==> config.mk <==
export PLATFORM = sky130hd
export DESIGN_NAME = mulf_top
export DESIGN_NICKNAME = d
export VERILOG_FILES = /design/src/rtl/mulf_pkg.sv /design/src/rtl/mulf_ctrl.sv /design/src/rtl/mulf_datapath.sv /design/src/rtl/mulf_flags.sv /design/src/rtl/mulf_top.sv
export SDC_FILE = /design/constraint.sdc
export NUM_CORES = 1
export LEC_CHECK = 0
export ABC_CLOCK_PERIOD_IN_PS = 6450
export CAP_MARGIN = 20
export CORE_ASPECT_RATIO = 0.7
export CORE_UTILIZATION = 55
export DETAILED_ROUTE_END_ITERATION = 10
export MAX_ROUTING_LAYER = met4
export PLACE_DENSITY_LB_ADDON = 0.12
export SETUP_SLACK_MARGIN = 0.4
export SYNTH_ARGS = -nofsm -noshare
export SYNTH_HDL_FRONTEND = slang
export SYNTH_HIERARCHICAL = 1
export SYNTH_SLANG_ARGS = --single-unit
==> constraint.sdc <==
create_clock -name clk -period 6.45 [get_ports clk]
set_input_delay 1.29 -clock clk [delete_from_list [all_inputs] [get_ports clk]]
set_output_delay 1.29 -clock clk [all_outputs]
set_load 0.01 [all_outputs]
==> src/rtl/mulf_pkg.sv <==
package mulf_pkg;

  localparam int unsigned MUL_W    = 32;
  localparam int unsigned CTRL_W   = 16;
  localparam int unsigned QUAD_POS = 10;
  localparam int unsigned SIGN_POS = 11;

  typedef enum logic [1:0] {
    ST_IDLE = 2'd0,
    ST_RUN  = 2'd1,
    ST_FIN  = 2'd2
  } mulf_state_e;

  typedef struct packed {
    logic quad;
    logic sgn;
    logic ovf;
  } mulf_mode_t;

endpackage

==> src/rtl/mulf_ctrl.sv <==
module mulf_ctrl
  import mulf_pkg::*;
#(
  parameter int unsigned W = MUL_W
) (
  input  logic       clk,
  input  logic       rst_n,
  input  logic       start_valid,
  input  mulf_mode_t mode_in,
  output logic       start_ready,
  output logic       load,
  output logic       step,
  output logic       fin,
  output mulf_mode_t mode_q
);

  localparam int unsigned CNT_W = $clog2(W);
  localparam logic [CNT_W-1:0] LAST = CNT_W'(W - 1);

  mulf_state_e      state_q, state_d;
  logic [CNT_W-1:0] cnt_q;

  assign start_ready = (state_q == ST_IDLE);
  assign load        = start_ready && start_valid;
  assign step        = (state_q == ST_RUN);
  assign fin         = (state_q == ST_FIN);

  always_comb begin
    state_d = state_q;
    unique case (state_q)
      ST_IDLE: if (start_valid) state_d = ST_RUN;
      ST_RUN:  if (cnt_q == LAST) state_d = ST_FIN;
      ST_FIN:  state_d = ST_IDLE;
      default: state_d = ST_IDLE;
    endcase
  end

  always_ff @(posedge clk or negedge rst_n) begin
    if (!rst_n) begin
      state_q <= ST_IDLE;
      cnt_q   <= '0;
      mode_q  <= '0;
    end else begin
      state_q <= state_d;
      if (load) begin
        cnt_q  <= '0;
        mode_q <= mode_in;
      end else if (step) begin
        cnt_q <= cnt_q + 1'b1;
      end
    end
  end

  AST_ACCEPT_BUSY: assert property (@(posedge clk) disable iff (!rst_n)
    (start_valid && start_ready) |=> !start_ready);

  AST_FIN_FOLLOWS_RUN: assert property (@(posedge clk) disable iff (!rst_n)
    fin |-> $past(step));

endmodule

==> src/rtl/mulf_datapath.sv <==
module mulf_datapath
  import mulf_pkg::*;
#(
  parameter int unsigned W = MUL_W
) (
  input  logic           clk,
  input  logic           rst_n,
  input  logic           load,
  input  logic           step,
  input  logic           sgn_in,
  input  logic [W-1:0]   opa,
  input  logic [W-1:0]   opb,
  output logic [2*W-1:0] product
);

  localparam int unsigned PW = 2 * W;

  logic [W-1:0] mcand_q, hi_q, lo_q;
  logic         neg_q;
  logic [W-1:0] mag_a, mag_b;
  logic [W:0]   partial;
  logic [PW-1:0] raw;

  // Magnitudes of the operands (a signed operand is negated when its top bit is set)
  assign mag_a = (sgn_in && opa[W-1]) ? (~opa + 1'b1) : opa;
  assign mag_b = (sgn_in && opb[W-1]) ? (~opb + 1'b1) : opb;

  assign partial = {1'b0, hi_q} + (lo_q[0] ? {1'b0, mcand_q} : '0);

  always_ff @(posedge clk or negedge rst_n) begin
    if (!rst_n) begin
      mcand_q <= '0;
      hi_q    <= '0;
      lo_q    <= '0;
      neg_q   <= 1'b0;
    end else if (load) begin
      mcand_q <= mag_a;
      hi_q    <= '0;
      lo_q    <= mag_b;
      neg_q   <= sgn_in && (opa[W-1] ^ opb[W-1]);
    end else if (step) begin
      hi_q <= partial[W:1];
      lo_q <= {partial[0], lo_q[W-1:1]};
    end
  end

  assign raw     = {hi_q, lo_q};
  assign product = neg_q ? (~raw + 1'b1) : raw;

endmodule

==> src/rtl/mulf_flags.sv <==
module mulf_flags
  import mulf_pkg::*;
#(
  parameter int unsigned W = MUL_W
) (
  input  logic           clk,
  input  logic           rst_n,
  input  logic           fin,
  input  mulf_mode_t     mode,
  input  logic [2*W-1:0] product,
  output logic           done,
  output logic [W-1:0]   lo_word,
  output logic           lo_we,
  output logic [W-1:0]   hi_word,
  output logic           hi_we,
  output logic           flag_n,
  output logic           flag_z,
  output logic           flag_v,
  output logic           flag_c
);

  logic [W-1:0] low_part, up_part;
  logic         ovf_short, n_d, z_d, v_d;

  assign low_part = product[W-1:0];
  assign up_part  = product[2*W-1:W];

  // Short-form overflow: the upper half carries more than the sign/zero extension
  assign ovf_short = mode.sgn ? (up_part != {W{low_part[W-1]}}) : (|up_part);

  always_comb begin
    if (mode.quad) begin
      n_d = product[2*W-1];
      z_d = (product == '0);
      v_d = 1'b0;
    end else begin
      n_d = low_part[W-1];
      z_d = (low_part == '0);
      v_d = mode.ovf && ovf_short;
    end
  end

  always_ff @(posedge clk or negedge rst_n) begin
    if (!rst_n) begin
      done    <= 1'b0;
      lo_we   <= 1'b0;
      hi_we   <= 1'b0;
      lo_word <= '0;
      hi_word <= '0;
      flag_n  <= 1'b0;
      flag_z  <= 1'b0;
      flag_v  <= 1'b0;
      flag_c  <= 1'b0;
    end else begin
      done  <= fin;
      lo_we <= fin;
      hi_we <= fin && mode.quad;
      if (fin) begin
        lo_word <= low_part;
        if (mode.quad) hi_word <= up_part;
        flag_n <= n_d;
        flag_z <= z_d;
        flag_v <= v_d;
        flag_c <= 1'b0;
      end
    end
  end

  AST_WIDE_NO_V: assert property (@(posedge clk) disable iff (!rst_n)
    (done && hi_we) |-> !flag_v);

  AST_NO_OVERFLOW: assert property (@(posedge clk) disable iff (!rst_n)
    (done && !mode.ovf) |-> !flag_v);

  AST_SHORT_ZERO: assert property (@(posedge clk) disable iff (!rst_n)
    (done && !hi_we) |-> (flag_z == (lo_word == '0)));

endmodule

==> src/rtl/mulf_top.sv <==
module mulf_top
  import mulf_pkg::*;
#(
  parameter int unsigned W = MUL_W
) (
  input  logic              clk,
  input  logic              rst_n,
  input  logic              start_valid,
  output logic              start_ready,
  input  logic [CTRL_W-1:0] ctrl_word,
  input  logic [W-1:0]      src_a,
  input  logic [W-1:0]      src_b,
  input  logic              ovf_en,
  output logic              done,
  output logic [W-1:0]      lo_word,
  output logic              lo_we,
  output logic [W-1:0]      hi_word,
  output logic              hi_we,
  output logic              flag_n,
  output logic              flag_z,
  output logic              flag_v,
  output logic              flag_c
);

  mulf_mode_t     mode_in, mode_q;
  logic           load, step, fin;
  logic [2*W-1:0] product;
  logic           ctrl_unused;

  assign mode_in.quad = ctrl_word[QUAD_POS];
  assign mode_in.sgn  = ctrl_word[SIGN_POS];
  assign mode_in.ovf  = ovf_en;
  assign ctrl_unused  = ^{ctrl_word[CTRL_W-1:SIGN_POS+1], ctrl_word[QUAD_POS-1:0]};

  mulf_ctrl #(.W(W)) u_ctrl (
    .clk         (clk),
    .rst_n       (rst_n),
    .start_valid (start_valid),
    .mode_in     (mode_in),
    .start_ready (start_ready),
    .load        (load),
    .step        (step),
    .fin         (fin),
    .mode_q      (mode_q)
  );

  mulf_datapath #(.W(W)) u_dp (
    .clk     (clk),
    .rst_n   (rst_n),
    .load    (load),
    .step    (step),
    .sgn_in  (mode_in.sgn),
    .opa     (src_a),
    .opb     (src_b),
    .product (product)
  );

  mulf_flags #(.W(W)) u_flags (
    .clk     (clk),
    .rst_n   (rst_n),
    .fin     (fin),
    .mode    (mode_q),
    .product (product),
    .done    (done),
    .lo_word (lo_word),
    .lo_we   (lo_we),
    .hi_word (hi_word),
    .hi_we   (hi_we),
    .flag_n  (flag_n),
    .flag_z  (flag_z),
    .flag_v  (flag_v),
    .flag_c  (flag_c)
  );

  AST_DONE_PULSE: assert property (@(posedge clk) disable iff (!rst_n)
    done |=> !done);

  AST_HI_WE_WITH_DONE: assert property (@(posedge clk) disable iff (!rst_n)
    hi_we |-> (done && lo_we));

endmodule

==> results of run 1 <==
-- synth_stat cells, types with 26 or more instances --
library cell	instances
a21oi_1	98
and2_1	38
nor4_1	30
or3_1	26
mux2i_1	29
o21ai_0	102
nor2_1	100
xnor2_1	87
clkbuf_1	46
mux2_2	65
dfrtp_1	176
ha_1	37
xor2_1	53
nand2_1	120
-- state kept, by name (all words and copies together) (netlist names) --
name and flops:
u_ctrl/cnt_q 5, u_ctrl/mode_q 3, u_ctrl/state_q 2, u_dp/hi_q 32, u_dp/lo_q 32, u_dp/mcand_q 32, u_dp/neg_q 1, u_flags/flag_n 1
u_flags/flag_v 1, u_flags/flag_z 1, u_flags/hi_we 1, u_flags/hi_word 32, u_flags/lo_we 1, u_flags/lo_word 32
-- critical path, cell delays in order, from the launching register on --
cell and delay [ps]:
dfrtp_1 740, or3_1 590, nor4_1 400, nand3_1 210, inv_2 170, nand3_1 160
o31ai_1 300, xnor2_1 160, nor4_1 320, and4_1 240, nand3_1 150, o21ai_0 280
a32o_1 190
-- path summary, 6_finish.rpt --
kind / startpoint / endpoint / slack [ps]
worst min register to register: u_ctrl/cnt_q[3]$_DFFE_PN0P_ / u_ctrl/cnt_q[3]$_DFFE_PN0P_ / 480
worst max-delay path: u_dp/lo_q[0]$_DFFE_PN0P_ / u_flags/flag_z$_DFFE_PN0P_ / 2470
worst min-delay path: u_ctrl/cnt_q[3]$_DFFE_PN0P_ / u_ctrl/cnt_q[3]$_DFFE_PN0P_ / 480
worst max register to register: u_dp/lo_q[0]$_DFFE_PN0P_ / u_flags/flag_z$_DFFE_PN0P_ / 2470
min in group asynchronous: rst_n / u_flags/hi_word[24]$_DFFE_PN0P_ / 810
max in group asynchronous: rst_n / u_dp/lo_q[7]$_DFFE_PN0P_ / 4420
-- final cells by class --
| cell class | instances | area [um2] | share of cell area [%] |
|---|---|---|---|
| Clock inverter | 14 | 146 | 1.06 |
| Multi-Input combinational cell | 1030 | 7000 | 50.5 |
| Timing Repair Buffer | 146 | 1450 | 10.4 |
| Tap cell | 276 | 345 | 2.49 |
| Sequential cell | 176 | 4410 | 31.7 |
| Inverter | 24 | 91.3 | 0.658 |
| Clock buffer | 18 | 439 | 3.17 |
-- through the flow --
step	utilization (%)	hold WS [ps]	setup WS (ps)
finish	66.5	480	2470
global route	66.5	500	2080
CTS	66.5	476	2470
detailed placement	63.7	466	2220
global placement	63.7	464	2250
floorplan	-	437	3040
-- logic make-up (layout without fill, tap and decap cells) --
family,count (synthesis),after routing,synth area share (%)
simple gates,431,431,18.7
compound gates,323,323,17.2
flops,176,176,37.4
xor+xnor,140,140,10.4
mux,97,97,9.07
buf+inv,86,202,3.07
fa+ha+maj,38,38,4.11
other cells,1,1,0.0319
-- layer usage --
| layer | share of wire [%] | track usage (%) | vias to the layer above |
|---|---|---|---|
| li1 | - | - | 4873 |
| met1 | 55 | 51.5 | 4823 |
| met2 | 36 | 35.3 | 383 |
| met3 | 8.4 | 5.68 | 18 |
| met4 | 0.72 | 4.77 | 0 |
| met5 | 0 | - | - |
-- power by group --
part           internal (mW)  switching, mW  total, mW
clock network          0.526          0.492       1.02
registers               1.50          0.543       2.04
logic                   1.44           2.03       3.46
total                   3.46           3.06       6.52
==> results.py, run 1 <==
metrics = {
    "finish": {
        "final_cell_mix": "dfrtp_1 (175), clkdlybuf4s50_1 (139), nand2_1 (120)",
        "fillers": 1739,
        "drive_gt1_share_pct": 10.2,
        "fin_nets": 1517,
        "layoutNonFillerInstCount": 1684,
        "n_antenna_cell": 0,
        "area_growth_syn_to_layout_pct": 18.0,
        "stdcell_area_mm2": 0.0139,
        "mostFrequentLayoutCell": "dfrtp_1",
    },
    "cts": {
        "tritoncts": "yes",
        "cts_buffers": 17,
        "cts.sinks": 176,
        "cts.hold.buffers_added": 0,
        "post_cts_buffers": 0,
        "clockBufferDepth": 2,
        "cts_max_level": 4,
        "cts_resized": 0,
        "root_buffer": "clkbuf_16",
        "insertion_delay_ps": 440,
        "clkTransAtPathRegs_ps": 70,
    },
    "place": {
        "place_inst": 1652,
        "gp_congestion": 0.923,
        "dpl_cell_area_mm2": 0.0133,
        "dp_hpwl_um": 23800,
        "io_buffers": 140,
    },
    "timing": {
        "hold_viol": 0,
        "setup-violations-final": 0,
        "slew_viol_final": 0,
        "worst_pin_slew_ps": 954,
        "fmax_ghz": 0.251,
        "period_minus_slack_ps": 3980,
        "period_share_pct": 61.7,
        "max_slew_margin_pct": 35.8,
        "fin_setup_tns_ps": 0,
        "grt_setup_unrepaired": "no",
        "finClkSkew_ps": 18.8,
    },
    "drt": {
        "dr.first_iter.drc_count": 902,
        "vias_per_cell": 6.00,
        "vias": 10100,
        "drt-total-wl_um": 31200,
        "dr.pass1.iters": 6,
        "route.detailed.drc": 0,
        "ant_nets": 0,
        "wl_per_cell_um": 18.5,
    },
    "floorplanning": {
        "fp-row-count": 44,
        "ios": 156,
        "die_area_mm2": 0.0220,
        "die-width_um": 177,
        "die_h_um": 124,
        "core_region_area_mm2": 0.0209,
        "start_util_pct": 56.4,
    },
    "yosys": {
        "synth_top_area_share_pct": 37.4,
        "post_synth_num_cell_types": 69,
        "synth.avg_cell_area_um2": 9.11,
        "yosysTopAreaCell": "dfrtp_1",
        "synth-edff-count": 0,
        "ys_seq_elements": 176,
        "synth_warnings": 6,
        "async_flop_share_pct": 100,
        "synthCells": 1292,
        "ys_seq_area_share_pct": 37.4,
        "synth.net_count": 1414,
        "synth_area_leaders": "dfrtp_1 (37%), xnor2_1 (6.5%), mux2_2 (6.2%), o21ai_0 (4.3%), a21oi_1 (4.2%)",
        "syn_area_mm2": 0.0118,
        "ys.flop_type": "dfrtp_1",
    },
    "flow_run": {
        "maxCapViolCount": 0,
    },
    "power_and_ir_drop": {
        "power_density_mw_per_mm2": 470,
        "irDropWorstVdd_v": 0.000273,
        "leakagePower_nw": 5.65,
        "finalPower_mw": 6.52,
    },
    "global_route": {
        "grt_pass1_vias": 9141,
        "grt_max_degree": 95,
        "grt_pass1_wl_um": 50400,
        "grt.total_usage_pct": 30.1,
        "antenna_found_initial": 0,
        "overflow": 0,
    },
    "setup_path": {
        "cp-end-kind": "flop",
        "critPathKind": "flop to flop",
        "startpoint_type": "flop",
        "cp_max_fo": 36,
        "critical_path_arrival_ps": 4350,
        "worstPathRequired_ps": 6820,
        "rr_worst_depth": 12,
    },
    "hold_path": {
        "hold_path_class": "flop to flop",
        "whs_path_depth": 1,
    },
    "status": {
        "status": "complete, no violations",
    },
}
No activity file was read; power rests on OpenSTA's default activity.
==> run 2, diff against run 1 <==
--- a/config.mk
+++ b/config.mk
@@ -5,10 +5,10 @@
 export SDC_FILE = /design/constraint.sdc
 export NUM_CORES = 1
 export LEC_CHECK = 0
-export ABC_CLOCK_PERIOD_IN_PS = 6450
+export ABC_CLOCK_PERIOD_IN_PS = 3500
 export CAP_MARGIN = 20
 export CORE_ASPECT_RATIO = 0.7
-export CORE_UTILIZATION = 55
+export CORE_UTILIZATION = 51
 export DETAILED_ROUTE_END_ITERATION = 10
 export MAX_ROUTING_LAYER = met4
 export PLACE_DENSITY_LB_ADDON = 0.12
==> constraint.sdc (replaced) <==
create_clock -name clk -period 3.5 [get_ports clk]
set_input_delay 0.7 -clock clk [delete_from_list [all_inputs] [get_ports clk]]
set_output_delay 0.7 -clock clk [all_outputs]
set_load 0.01 [all_outputs]
==> run 2 against run 1 <==
Against the previous run: the run now ends with negative setup slack left; global-route usage shrank 0.052 points; highest routed layer unchanged; utilization increased by 0.73 points; critical path type unchanged; clock-buffer cell count stayed put; largest cell class unchanged; sequential share of layout area down 2.8 points; sequential cell count unchanged; via count up 4.9%; largest power group unchanged; sequential power is 67% higher; cell count grew 9.3%.
==> results.py, run 2 (same netlist as run 1, synthesis figures left out) <==
metrics = {
    "finish": {
        "layoutNonFillerInstCount": 1841,
        "fillers": 1886,
        "mostFrequentLayoutCell": "dfrtp_1",
        "final_cell_mix": "dfrtp_1 (174), clkdlybuf4s50_1 (139), nand2_1 (120)",
        "area_growth_syn_to_layout_pct": 29.3,
        "drive_gt1_share_pct": 19.5,
        "final_util_pct": 67.2,
        "n_antenna_cell": 0,
        "stdcell_area_mm2": 0.0152,
        "fin_nets": 1638,
    },
    "timing": {
        "hold_viol": 0,
        "period_share_pct": 105,
        "worst_pin_slew_ps": 797,
        "fmax_ghz": 0.271,
        "max_slew_margin_pct": 46.7,
        "period_minus_slack_ps": 3680,
        "finClkSkew_ps": 9.38,
        "setup-violations-final": 2,
        "setup_ws_ps": -184,
        "grt_setup_unrepaired": "yes",
        "slew_viol_final": 0,
    },
    "setup_path": {
        "critPathKind": "flop to flop",
        "critical_path_arrival_ps": 3990,
        "cp_top_family": "simple AND/OR/NAND/NOR gates",
        "worstPathRequired_ps": 3810,
        "critical_path.max_stage_delay_ps": 530,
        "startpoint_type": "flop",
        "slowest_stage": "or4_4",
        "cpMostUsedCell": "or4_4",
        "cp_max_fo": 6,
        "cp-end-kind": "flop",
        "path_cells": "or4_4 -> or3_4 -> or4_4 -> nor2_4 -> buf_6 -> nand3_4 -> o31ai_4 -> xnor2_2 -> nor4_1 -> and4_1 -> nand3_2 -> o31ai_2 -> a22oi_1",
        "cp_num_buf_inv": 1,
    },
    "floorplanning": {
        "die-width_um": 184,
        "die_h_um": 129,
        "core_region_area_mm2": 0.0226,
        "start_util_pct": 52.0,
        "fp-row-count": 46,
        "die_area_mm2": 0.0237,
        "ios": 156,
    },
    "power_and_ir_drop": {
        "seqPwrFrac_pct": 25.4,
        "irDropWorstVdd_v": 0.000556,
        "power_density_mw_per_mm2": 885,
        "leakagePower_nw": 6.37,
        "clockPowerShare_pct": 14.5,
        "power.switching_mw": 6.14,
        "combPwrFrac_pct": 60.1,
        "p_int_mw": 7.32,
        "netSwitchingFraction_pct": 45.6,
    },
    "global_route": {
        "overflow": 0,
        "grt.total_usage_pct": 30.1,
        "antenna_found_initial": 0,
        "grt_pass1_wl_um": 53300,
        "grt_pass1_vias": 9524,
        "grt_max_degree": 137,
    },
    "cts": {
        "cts_max_level": 4,
        "tritoncts": "yes",
        "cts_buffers": 17,
        "cts.sinks": 176,
        "clkTransAtPathRegs_ps": 70,
        "root_buffer": "clkbuf_16",
        "clockBufferDepth": 2,
        "insertion_delay_ps": 430,
    },
    "drt": {
        "route.detailed.drc": 0,
        "vias_per_cell": 5.75,
        "drt-total-wl_um": 33700,
        "ant_nets": 0,
        "dr.pass1.iters": 5,
        "vias": 10600,
        "dr.first_iter.drc_count": 961,
        "wl_per_cell_um": 18.3,
    },
    "place": {
        "dpl_cell_area_mm2": 0.0142,
        "dp_hpwl_um": 26200,
        "io_buffers": 140,
        "place_inst": 1797,
        "gp_congestion": 0.949,
    },
    "flow_run": {
        "maxCapViolCount": 0,
    },
    "status": {
        "violations": "negative setup slack",
        "status": "complete, but fails checks",
    },
    "hold_path": {
        "hold_path_class": "input port to async pin",
    },
}
-- run 2: worst paths after layout --
path                       depth (start not counted)                   startpoint                     endpoint  slack (ps)
min in group clk                                   1  u_ctrl/cnt_q[3]$_DFFE_PN0P_  u_ctrl/cnt_q[3]$_DFFE_PN0P_         490
setup / recovery                                  13    u_dp/lo_q[31]$_DFFE_PN0P_   u_flags/flag_v$_DFFE_PN0P_        -180
hold reg to reg                                    1  u_ctrl/cnt_q[3]$_DFFE_PN0P_  u_ctrl/cnt_q[3]$_DFFE_PN0P_         490
hold / removal                                     1                        rst_n      u_flags/hi_we$_DFF_PN0_         230
setup reg to reg                                  13    u_dp/lo_q[31]$_DFFE_PN0P_   u_flags/flag_v$_DFFE_PN0P_        -180
max in group asynchronous                          2                        rst_n  u_dp/mcand_q[3]$_DFFE_PN0P_        2390
-- run 2: metal layers --
metal / up-vias / share of wire (%) / GRT usage (%) / wire (um)
li1: 5128 / - / - / -
met1: 5047 / 53 / 50.5 / 17900
met2: 404 / 37 / 35.7 / 12500
met3: 14 / 9.3 / 5.79 / 3140
met4: 0 / 0.57 / 4.66 / 194
met5: - / 0 / - / 0
-- run 2: through the flow --
stage | total power [mW] | hold WS, ps | TNS [ps] | setup slack [ps]
after floorplan | 8.06 | 404 | 0 | 122
after global placement | 10.8 | 463 | -309 | -187
after detailed placement | 10.9 | 468 | -372 | -184
after CTS | 13.1 | 238 | -156 | -103
after global routing | 14.4 | 259 | -682 | -346
final | 13.5 | 228 | -363 | -184
-- run 2: cell type report --
cell class / count / area [um2] / share of cell area [%]
inverter: 24 / 91.3 / 0.601
clock buffer: 18 / 439 / 2.89
tap: 312 / 390 / 2.57
multi-input combinational: 1030 / 7310 / 48.1
clock inverter: 14 / 163 / 1.07
sequential: 176 / 4410 / 29.0
timing repair buffer: 267 / 2410 / 15.8
-- run 2: repair_timing --
item                                   in CTS  in global routing
hold buffers                                0                  0
pin swaps                                  19                 20
setup endpoints to repair                  11                 24
gates resized for setup                    23                 37
endpoints found under the hold margin       0                  0
buffers inserted                            4                  7
-- run 2: power by group through the flow --
stage	clock (mW)	combinational (mW)	sequential, mW
5_1_grt	2.08	8.78	3.50
3_5_place_dp	0	7.52	3.41
4_1_cts	1.99	7.70	3.39
2_1_floorplan	0	4.68	3.38
6_report	1.95	8.09	3.41
3_3_place_gp	0	7.44	3.37
